$ cat src/rtl/rxq_pkg.sv
package rxq_pkg;

    localparam int unsigned RXQ_DW = 8;

    typedef struct packed {
        logic              brk;
        logic              ferr;
        logic              perr;
        logic [RXQ_DW-1:0] data;
    } rxq_entry_t;

    typedef enum logic {
        RDY_IDLE = 1'b0,
        RDY_HOLD = 1'b1
    } rdy_state_t;

    function automatic int unsigned rxq_trig_level(input logic [1:0] sel);
        unique case (sel)
            2'd0:    return 1;
            2'd1:    return 8;
            2'd2:    return 16;
            default: return 28;
        endcase
    endfunction

endpackage

$ cat src/rtl/rxq_store.sv
module rxq_store
    import rxq_pkg::*;
#(
    parameter int unsigned DEPTH = 32
) (
    input  logic                         clk,
    input  logic                         rst_n,
    input  logic                         wr_en,
    input  rxq_entry_t                   wr_entry,
    input  logic                         rd_en,
    input  logic                         flush,
    output rxq_entry_t                   head,
    output logic [$clog2(DEPTH+1)-1:0]   count,
    output logic [$clog2(DEPTH+1)-1:0]   count_nxt,
    output logic                         drop
);
    localparam int unsigned AW = $clog2(DEPTH);
    localparam int unsigned CW = $clog2(DEPTH+1);
    localparam logic [CW-1:0] FULL_CNT = CW'(DEPTH);
    localparam logic [AW-1:0] LAST_PTR = AW'(DEPTH-1);

    rxq_entry_t    mem [DEPTH];
    logic [AW-1:0] wr_ptr, rd_ptr;
    logic          pop, push;

    function automatic logic [AW-1:0] ptr_inc(input logic [AW-1:0] p);
        return (p == LAST_PTR) ? '0 : p + 1'b1;
    endfunction

    always_comb begin
        pop  = rd_en && (count != '0) && !flush;
        push = wr_en && !flush && ((count != FULL_CNT) || pop);
        drop = wr_en && !flush && (count == FULL_CNT) && !pop;
        if (flush)
            count_nxt = '0;
        else
            unique case ({push, pop})
                2'b10:   count_nxt = count + 1'b1;
                2'b01:   count_nxt = count - 1'b1;
                default: count_nxt = count;
            endcase
    end

    always_ff @(posedge clk or negedge rst_n) begin
        if (!rst_n) begin
            wr_ptr <= '0;
            rd_ptr <= '0;
            count  <= '0;
        end else begin
            count <= count_nxt;
            if (flush) begin
                wr_ptr <= '0;
                rd_ptr <= '0;
            end else begin
                if (push) wr_ptr <= ptr_inc(wr_ptr);
                if (pop)  rd_ptr <= ptr_inc(rd_ptr);
            end
        end
    end

    always_ff @(posedge clk) begin
        if (push) mem[wr_ptr] <= wr_entry;
    end

    assign head = mem[rd_ptr];

    p_no_overflow_r2: assert property (@(posedge clk) disable iff (!rst_n)
        count <= FULL_CNT);
    p_full_drop_r4: assert property (@(posedge clk) disable iff (!rst_n)
        (wr_en && (count == FULL_CNT) && !rd_en && !flush) |=> (count == FULL_CNT) && $stable(rd_ptr));
    p_flush_empty_r9: assert property (@(posedge clk) disable iff (!rst_n)
        flush |=> (count == '0));
    p_empty_read_r10: assert property (@(posedge clk) disable iff (!rst_n)
        (rd_en && (count == '0) && !wr_en && !flush) |=> (count == '0) && $stable(rd_ptr));
endmodule

$ cat src/rtl/rxq_rdy_fsm.sv
module rxq_rdy_fsm
    import rxq_pkg::*;
#(
    parameter int unsigned CW = 6
) (
    input  logic          clk,
    input  logic          rst_n,
    input  logic          dma_mode,
    input  logic [CW-1:0] trig,
    input  logic [CW-1:0] count,
    input  logic [CW-1:0] count_nxt,
    output logic          rdy_n
);
    rdy_state_t state_q, state_d;

    always_ff @(posedge clk or negedge rst_n) begin
        if (!rst_n) state_q <= RDY_IDLE;
        else        state_q <= state_d;
    end

    always_comb begin
        state_d = state_q;
        unique case (state_q)
            RDY_IDLE: begin
                if (dma_mode ? (count_nxt >= trig) : (count_nxt != '0))
                    state_d = RDY_HOLD;
            end
            RDY_HOLD: begin
                if (count_nxt == '0)
                    state_d = RDY_IDLE;
            end
            default: state_d = RDY_IDLE;
        endcase
    end

    always_comb begin
        rdy_n = (state_q != RDY_HOLD);
    end

    p_ready_nonempty_r8: assert property (@(posedge clk) disable iff (!rst_n)
        !rdy_n |-> (count != '0));
    p_mode0_follow_r7: assert property (@(posedge clk) disable iff (!rst_n)
        ((count != '0) && !$past(dma_mode)) |-> !rdy_n);
endmodule

$ cat src/rtl/rxq_ovr.sv
module rxq_ovr (
    input  logic clk,
    input  logic rst_n,
    input  logic set,
    input  logic clr,
    output logic flag
);
    always_ff @(posedge clk or negedge rst_n) begin
        if (!rst_n)   flag <= 1'b0;
        else if (set) flag <= 1'b1;
        else if (clr) flag <= 1'b0;
    end

    p_ovr_set_r5: assert property (@(posedge clk) disable iff (!rst_n)
        set |=> flag);
    p_ovr_clear_r5: assert property (@(posedge clk) disable iff (!rst_n)
        (clr && !set) |=> !flag);
endmodule

$ cat src/rtl/rx_char_queue.sv
module rx_char_queue
    import rxq_pkg::*;
#(
    parameter int unsigned DEPTH = 32
) (
    input  logic                       clk,
    input  logic                       rst_n,
    input  logic                       wr_en,
    input  logic [RXQ_DW-1:0]          wr_data,
    input  logic                       wr_perr,
    input  logic                       wr_ferr,
    input  logic                       wr_brk,
    input  logic                       rd_en,
    input  logic                       stat_rd,
    input  logic                       flush,
    input  logic [1:0]                 trig_sel,
    input  logic                       dma_mode,
    output logic [RXQ_DW-1:0]          rd_data,
    output logic                       head_perr,
    output logic                       head_ferr,
    output logic                       head_brk,
    output logic [$clog2(DEPTH+1)-1:0] level,
    output logic                       empty,
    output logic                       overrun,
    output logic                       trig_irq,
    output logic                       rxrdy_n
);
    localparam int unsigned CW = $clog2(DEPTH+1);

    rxq_entry_t    in_e, head_e;
    logic [CW-1:0] cnt, cnt_nxt, trig;
    logic          drop;

    assign in_e = '{brk: wr_brk, ferr: wr_ferr, perr: wr_perr, data: wr_data};
    assign trig = CW'(rxq_trig_level(trig_sel));

    rxq_store #(.DEPTH(DEPTH)) u_store (
        .clk(clk), .rst_n(rst_n), .wr_en(wr_en), .wr_entry(in_e),
        .rd_en(rd_en), .flush(flush), .head(head_e), .count(cnt),
        .count_nxt(cnt_nxt), .drop(drop)
    );

    rxq_rdy_fsm #(.CW(CW)) u_rdy (
        .clk(clk), .rst_n(rst_n), .dma_mode(dma_mode), .trig(trig),
        .count(cnt), .count_nxt(cnt_nxt), .rdy_n(rxrdy_n)
    );

    rxq_ovr u_ovr (
        .clk(clk), .rst_n(rst_n), .set(drop), .clr(stat_rd), .flag(overrun)
    );

    assign rd_data   = head_e.data;
    assign head_perr = head_e.perr;
    assign head_ferr = head_e.ferr;
    assign head_brk  = head_e.brk;
    assign level     = cnt;
    assign empty     = (cnt == '0);
    assign trig_irq  = (cnt >= trig);

    p_irq_level_r6: assert property (@(posedge clk) disable iff (!rst_n)
        trig_irq |-> !empty);
endmodule

$ cat config.mk
export PLATFORM = sky130hd
export DESIGN_NAME = rx_char_queue
export DESIGN_NICKNAME = d
export VERILOG_FILES = /design/src/rtl/rxq_pkg.sv /design/src/rtl/rxq_store.sv /design/src/rtl/rxq_rdy_fsm.sv /design/src/rtl/rxq_ovr.sv /design/src/rtl/rx_char_queue.sv
export SDC_FILE = /design/constraint.sdc
export NUM_CORES = 1
export LEC_CHECK = 0
export ABC_AREA = 1
export BUFFER_PORTS_ARGS = -buffer_cell sky130_fd_sc_hd__buf_2
export CAP_MARGIN = 20
export CORE_ASPECT_RATIO = 1.25
export CORE_MARGIN = 3
export CORE_UTILIZATION = 58
export CTS_CLUSTER_DIAMETER = 100
export CTS_CLUSTER_SIZE = 28
export DETAILED_ROUTE_END_ITERATION = 10
export HOLD_SLACK_MARGIN = 0.03
export PLACE_DENSITY = 0.86
export RECOVER_POWER = 50
export SETUP_SLACK_MARGIN = 0.2
export SLEW_MARGIN = 30
export SYNTH_ARGS = -nofsm -noshare
export SYNTH_HDL_FRONTEND = slang
export SYNTH_SLANG_ARGS = --single-unit
$ cat constraint.sdc
create_clock -name clk -period 3.04 [get_ports clk]
set_clock_uncertainty 0.15 [all_clocks]
set_input_delay 0.152 -clock clk [delete_from_list [all_inputs] [get_ports clk]]
set_output_delay 0.152 -clock clk [all_outputs]
set_load 0.02 [all_outputs]
After elaboration in Yosys (flattened, before gate mapping)
Memory sizes are Yosys's and may differ from the RTL's.
Cells that the tools add are included.
- flip-flop bits (word level): 18
- bits in latches: 0
- RAM bits: 352
- memory bits (read-only): 0
- input port bits: 20
- logic and storage cells: 55
- memories kept: 1
- memory list (name ; words ; bits a word ; read ports ; clocked after memory_dff ; write ports ; line ; source):
    u_store.mem ; 32 ; 11 ; 1 ; 0 ; 1 ; rxq_store.sv:22 ; rxq_entry_t mem [DEPTH];
- $add $sub $neg: 4
- multiply operators: 0
- divide/modulo/power cells: 0
- $lt $le $gt $ge: 2
- equal/unequal tests: 8
- shifts and indexed selects: 0
- multiplexer cells: 17
- bitwise logic cells: 1
- reduce and logical (&&, ||, !) cells: 17
- operator list (kind ; count):
    two-way mux 5 bit ; 6
    case mux 5 bit (3 select lines) ; 1
    zero test 6 bit ; 2
    case mux 6 bit (2 select lines) ; 1
    nonzero test 6 bit ; 2
    adder 5 x 1 -> 5 bit (second input constant) ; 2
    equality test 5 bit (second input constant) ; 2
    two-way mux 1 bit ; 7
    adder 6 x 1 -> 6 bit (second input constant) ; 1
    equality test 6 bit (second input constant) ; 1
    >= comparator 6 x 5 -> 1 bit ; 1
    >= comparator 6 bit ; 1
    logical AND 1 bit ; 6
    two-way mux 6 bit ; 1
    inequality test 6 bit (second input constant) ; 1
    nonzero test 2 bit ; 3
    subtractor 6 x 1 -> 6 bit (second input constant) ; 1
    equality test 2 x 1 -> 1 bit (second input constant) ; 2
    equality test 2 bit (second input constant) ; 2
    zero test 1 bit ; 2
    zero test 2 bit ; 1
    case mux 1 bit (2 select lines) ; 1
    logical OR 1 bit ; 1
    NOT 1 bit ; 1

Longest topological paths before layout
- word-level depth: 12
- depth in mapped cells: 18
- depth with buffers taken out: 18

Hierarchy
From an unflattened synthesis, not the netlist that was laid out.
- cells, all modules: 1213
- area, all modules: 15320.9 um^2
- modules (own cells, without submodules) (module ; times used ; cells an instance ; area an instance (um^2) ; sequential area each (um^2)):
    rxq_store ; 1 ; 1135 ; 14888.0 ; 10970.5
    rxq_rdy_fsm ; 1 ; 42 ; 239.0 ; 25.0
    rx_char_queue ; 1 ; 31 ; 153.9 ; 0.0
    rxq_ovr ; 1 ; 5 ; 40.0 ; 25.0

Worst setup path after synthesis
OpenSTA, ideal clock, no wires.
- path kind: register to register
- start point: register u_store.count[2]
- end point: register u_rdy.state_q
- library setup time: 0.120 ns
- data arrival time: 2.602 ns
- required time: 2.770 ns
- path slack: 0.168 ns
- cell stages (with the launch flop): 17
- buffers on the path: 0
- clock period less this slack: 2.872 ns
- path through: dfrtp_1 > nor2_2 > nand3_4 > nand4_1 > inv_1 > ha_1 > a21oi_1 > nand2_1 > xnor2_1 > nand3_1 > nand3_1 > inv_1 > ha_1 > a21oi_1 > nand2_1 > nand2_1 > a21oi_2
- cells in the longest elaborated chain, start to end: 12
- elaborated cells between the ends (all ways): 19
- ends and longest elaborated chain (item ; line ; source):
    from (decl) ; rxq_store.sv:13 ; output logic [$clog2(DEPTH+1)-1:0] count,
    from (signal assigned) ; rxq_store.sv:50 ; count <= count_nxt;
    nonzero test 6 bit ; rxq_store.sv:31 ; pop = rd_en && (count != '0) && !flush;
    logical AND 1 bit (2 in a row) ; rxq_store.sv:31 ;
    logical OR 1 bit ; rxq_store.sv:32 ; push = wr_en && !flush && ((count != FULL_CNT) || pop);
    logical AND 1 bit ; rxq_store.sv:32 ;
    equality test 2 x 1 -> 1 bit or equality test 2 bit (tied branches) ; rxq_store.sv:37 ; unique case ({push, pop})
    case mux 6 bit (2 select lines) * ; rxq_store.sv:37 ;
    two-way mux 6 bit * ; rxq_store.sv:34 ; if (flush)
    via cnt_nxt[3] ; rx_char_queue.sv:31 ; logic [CW-1:0] cnt, cnt_nxt, trig;
    >= comparator 6 x 5 -> 1 bit or nonzero test 6 bit (tied branches) ; rxq_rdy_fsm.sv:25 ; if (dma_mode ? (count_nxt >= trig) : (count_nxt != '0))
    two-way mux 1 bit (2 in a row) ; rxq_rdy_fsm.sv:25 ;
    case mux 1 bit (2 select lines) * ; rxq_rdy_fsm.sv:23 ; unique case (state_q)
    via u_rdy.state_d ; rxq_rdy_fsm.sv:14 ; rdy_state_t state_q, state_d;
    to (signal assigned) ; rxq_rdy_fsm.sv:18 ; else state_q <= state_d;
    to (decl) ; rxq_rdy_fsm.sv:14 ;
The timed path passes the listed nets; every way through them passes the cells marked *.
A chain may end at the register's enable or synchronous reset.

Final worst setup path
- start point: register u_store.rd_ptr[0]
- end point: output rd_data[3]
- cells in the longest elaborated chain, start to end: 1
- ends and longest elaborated chain (item ; line ; source):
    from (decl) ; rxq_store.sv:23 ; logic [AW-1:0] wr_ptr, rd_ptr;
    from (signal assigned) ; rxq_store.sv:56 ; if (pop) rd_ptr <= ptr_inc(rd_ptr);
    memory (32 x 11 bit) ; n/a ;
    to (decl) ; rx_char_queue.sv:18 ; output logic [RXQ_DW-1:0] rd_data,
Every way passes these cells.

==> run_results.csv <==
group,metric,value,unit
pwr,power,10560,uW
final_layout,stdcell_count,1617,
pwr,switching_share,0.2890,
worst_setup_path,crit_path_max_incr_delay,0.60,ns
drt,drc,0,
placed_design,gp_congestion,0.8595,
flow_run,max_cap_violations,9,
clock_tree,htreeDepth,1,
worst_setup_path,cp-start-kind,"register",
worst_setup_path,path_max_fanout,8,
global_route,grt.overflow.total,0,
placed_design,place_inst,1551,
pwr,powerDensity,616.2,nW/um2
hold_path,hold_depth,6,
global_route,grt_max_degree,65,
sta,relSlewSlack,-0.1081,
clock_tree,cts_root_buf,"clkbuf_16",
worst_setup_path,crit_family,"compound AO/OA/AOI/OAI gates",
final_layout,n_antenna_cell,0,
worst_setup_path,worst-path-stages,9,
final_layout,drive_gt1_frac,0.1357,
global_route,grt_usage,0.2586,
die,start_util,0.5982,
status,status,"finished with violations",
drt,ant_nets,0,
global_route,grt_use_met3,0.03602,
placed_design,dpl.hpwl,21.29,mm
placed_design,dpl-instance-area,16040,um2
sta,max_clock_freq,339.0,MHz
worst_setup_path,crit_required,2.74,ns
synthesis,synth_cell_type_count,38,
status,violations,"max-capacitance violations, max-slew violations",
sta,fin_crit_sh,0.9704,
synthesis,synth_top_area_cell,"edfxtp_1",
synthesis,ys_seq_area_frac,0.7191,
worst_setup_path,crit_type,"register to primary output",
synthesis,synth_cells,1194,
sta,tightestPinTransition,1.662,ns
pwr,p_comb_frac,0.213,
synthesis,synth_area,15320,um2
drt,dr.first_iter.drc_count,1901,
sta,hold_viol,0,
drt,via_per_inst,6.638,
drt,drt_wl_total,39.86,mm
die,row_count,65,
worst_setup_path,path_buf_inv,3,
global_route,antenna_found_initial,0,
synthesis,synth_top_cell_area_share,0.6897,
worst_setup_path,reg2reg_to,"u_rdy.state_q",
clock_tree,cts_tree,"yes",
global_route,grt_util_met2,0.4133,
worst_setup_path,rr_startpoint,"u_store.count[1]",
synthesis,syn-mean-instance-area,12.83,um2
synthesis,yosys_warnings,0,
sta,setup_violations,0,
worst_setup_path,startpoint,"u_store.rd_ptr[0]",
global_route,grt_pass1_wl,56.52,mm
worst_setup_path,setup.worst_path.end,"rd_data[3]",
clock_tree,clk_transition_reported_paths,0.11,ns
die,fp.dieW,151.4,um
final_layout,design_area,17130,um2
worst_setup_path,reg2reg_depth,18,
die,fp.dieH,187.7,um
clock_tree,clkLatencyLatePin,0.53,ns
final_layout,final_common_cell,"edfxtp_1",
worst_setup_path,slowest_stage,"dfrtp_4",
pwr,p_sw,3050,uW
pwr,p_seq_frac,0.540,
drt,firstDrtPassIters,6,
final_layout,final_cell_mix,"352 x edfxtp_1, 191 x nor2_1, 140 x o21ai_0",
die,fp.dieArea,28420,um2
pwr,ir_drop,543.8,uV
sta,grt_setup_unrepaired,"true",
clock_tree,clock-sinks,370,
clock_tree,cts_buffers,17,
die,core_area,25620,um2
synthesis,synthesis.nets,1234,
pwr,p_int,7505,uW
pwr,p_leak,0.005980,uW
sta,setup_tns,0,ns
sta,layout_min_cycle_time,2.950,ns
synthesis,synth_seq_cells,370,
drt,vias,10734,
drt,post_drt_wl_per_cell,24.65,um
die,pin_count,41,
hold_path,hp-class,"input port to register",
final_layout,area_delta_synth_final,11.79,%
worst_setup_path,worstPathArrival,2.65,ns
sta,slew_violations,264,
sta,holdWs,0.03063,ns
global_route,grt_pass1_vias,10046,
global_route,met1_usage,0.3512,
worst_setup_path,crit_path_end_kind,"primary output",
global_route,top_usage_layer,"met2",
pwr,clockPowerShare,0.248,
synthesis,synth_area_leaders,"edfxtp_1 69%, o21ai_0 4.7%, nor2_1 4.7%, o22ai_1 3.3%, nand2_1 3.0%",
clock_tree,ctsLongestPathBuffers,3,
worst_setup_path,r2r_slack,0.33,ns
final_layout,num-nets-final,1312,
placed_design,port_buffers,40,
worst_setup_path,path_cells,"inv_12, buf_4, o21ai_0, o22ai_1, o21ai_0, o22ai_1, nand2_1, nand2_1, buf_4",
## stage by stage
| stage | util | setup slack (ns) |
|---|---|---|
| 6_report | 0.6687 | 0.09007 |
| 5_1_grt | 0.6687 | 0.1050 |
| 4_1_cts | 0.6540 | 0.1503 |
| 3_5_place_dp | 0.6259 | 0.04378 |
| 3_3_place_gp | 0.6259 | 0.09505 |
| 2_1_floorplan | - | 0.2053 |
## power groups by stage
stage	Clock [uW]	Sequential [uW]	Combinational (uW)
detailed placement	0	5810	1830
CTS	2590	5690	1940
global route	2770	5700	2400
global placement	0	5800	1770
floorplan	0	5790	1260
finish	2610	5700	2250
## cells by family (layout without fill, tap and decap cells)
logic type / after synthesis / after routing / share of synthesized area
simple gates: 362 / 362 / 0.09887
buf+inv: 114 / 202 / 0.03772
fa+ha+maj: 20 / 20 / 0.01682
compound gates: 321 / 321 / 0.1234
flops: 370 / 370 / 0.7191
xor+xnor: 7 / 7 / 0.004001
## worst min path at each step
| stage | from | endpoint | slack [ns] |
|---|---|---|---|
| 2_1_floorplan | rst_n | u_ovr.flag | -0.29 |
| 3_3_place_gp | rst_n | u_store.count[3] | -0.03 |
| 4_1_cts | wr_brk | u_store.mem[26][10] | 0.03 |
| 5_1_grt | wr_en | u_store.wr_ptr[4] | 0.09 |
| 6_report | wr_en | u_store.wr_ptr[1] | 0.03 |
| 3_5_place_dp | rst_n | u_store.count[3] | -0.03 |
## metal layers
layer | routed length (um) | vias up | share of wire
met5 | 0 | - | 0
met4 | 2095 | 0 | 0.053
met3 | 4643 | 153 | 0.12
met2 | 19490 | 901 | 0.49
met1 | 13630 | 5118 | 0.34
li1 | - | 4562 | -
## sequential cells by signal, summed over array words and instances (netlist names)
signal and count:
u_store.wr_ptr 5, u_ovr.flag 1, u_store.rd_ptr 5, u_store.mem 352, u_store.count 6, u_rdy.state_q 1
## tightest hold or removal path: cells and delay by family
family / cells / cell delay [ns]
AOI/OAI and AO/OA: 1 / 0.07
buffers and inverters: 2 / 0.27
and+or+nand+nor: 3 / 0.19
## cell type report
class / instances / area (um2)
flip-flops and latches: 370 / 11030
repair inverters: 2 / 20.02
inverters: 42 / 182.7
fillers: 1613 / 8487
repair buffers: 129 / 1126
well taps: 335 / 419.2
clock buffers: 28 / 466.7
clock inverters: 1 / 30.03
multi-input cells: 710 / 3856
## synthesized netlist by cell type, drive strengths merged
master,n
edfxtp,352
buf,42
fa,1
nand2,128
xor2,2
o211ai,2
a21o,1
nand3,35
a22o,1
xnor2,5
dfrtp,18
clkbuf,30
nand4,3
ha,19
nor2,196
inv,42
o21a,2
a21oi,37
o21ai,157
o22ai,80
o221ai,41
## repair_timing
item                                   in CTS  in global routing
resized for setup                          12                 55
hold buffers                               10                  0
buffers inserted                            4                 17
pin swaps                                   0                  9
setup endpoints to repair                  12                 12
endpoints found under the hold margin      67                  0
gates cloned                                2                  4
(Power assumes the default switching activity.)
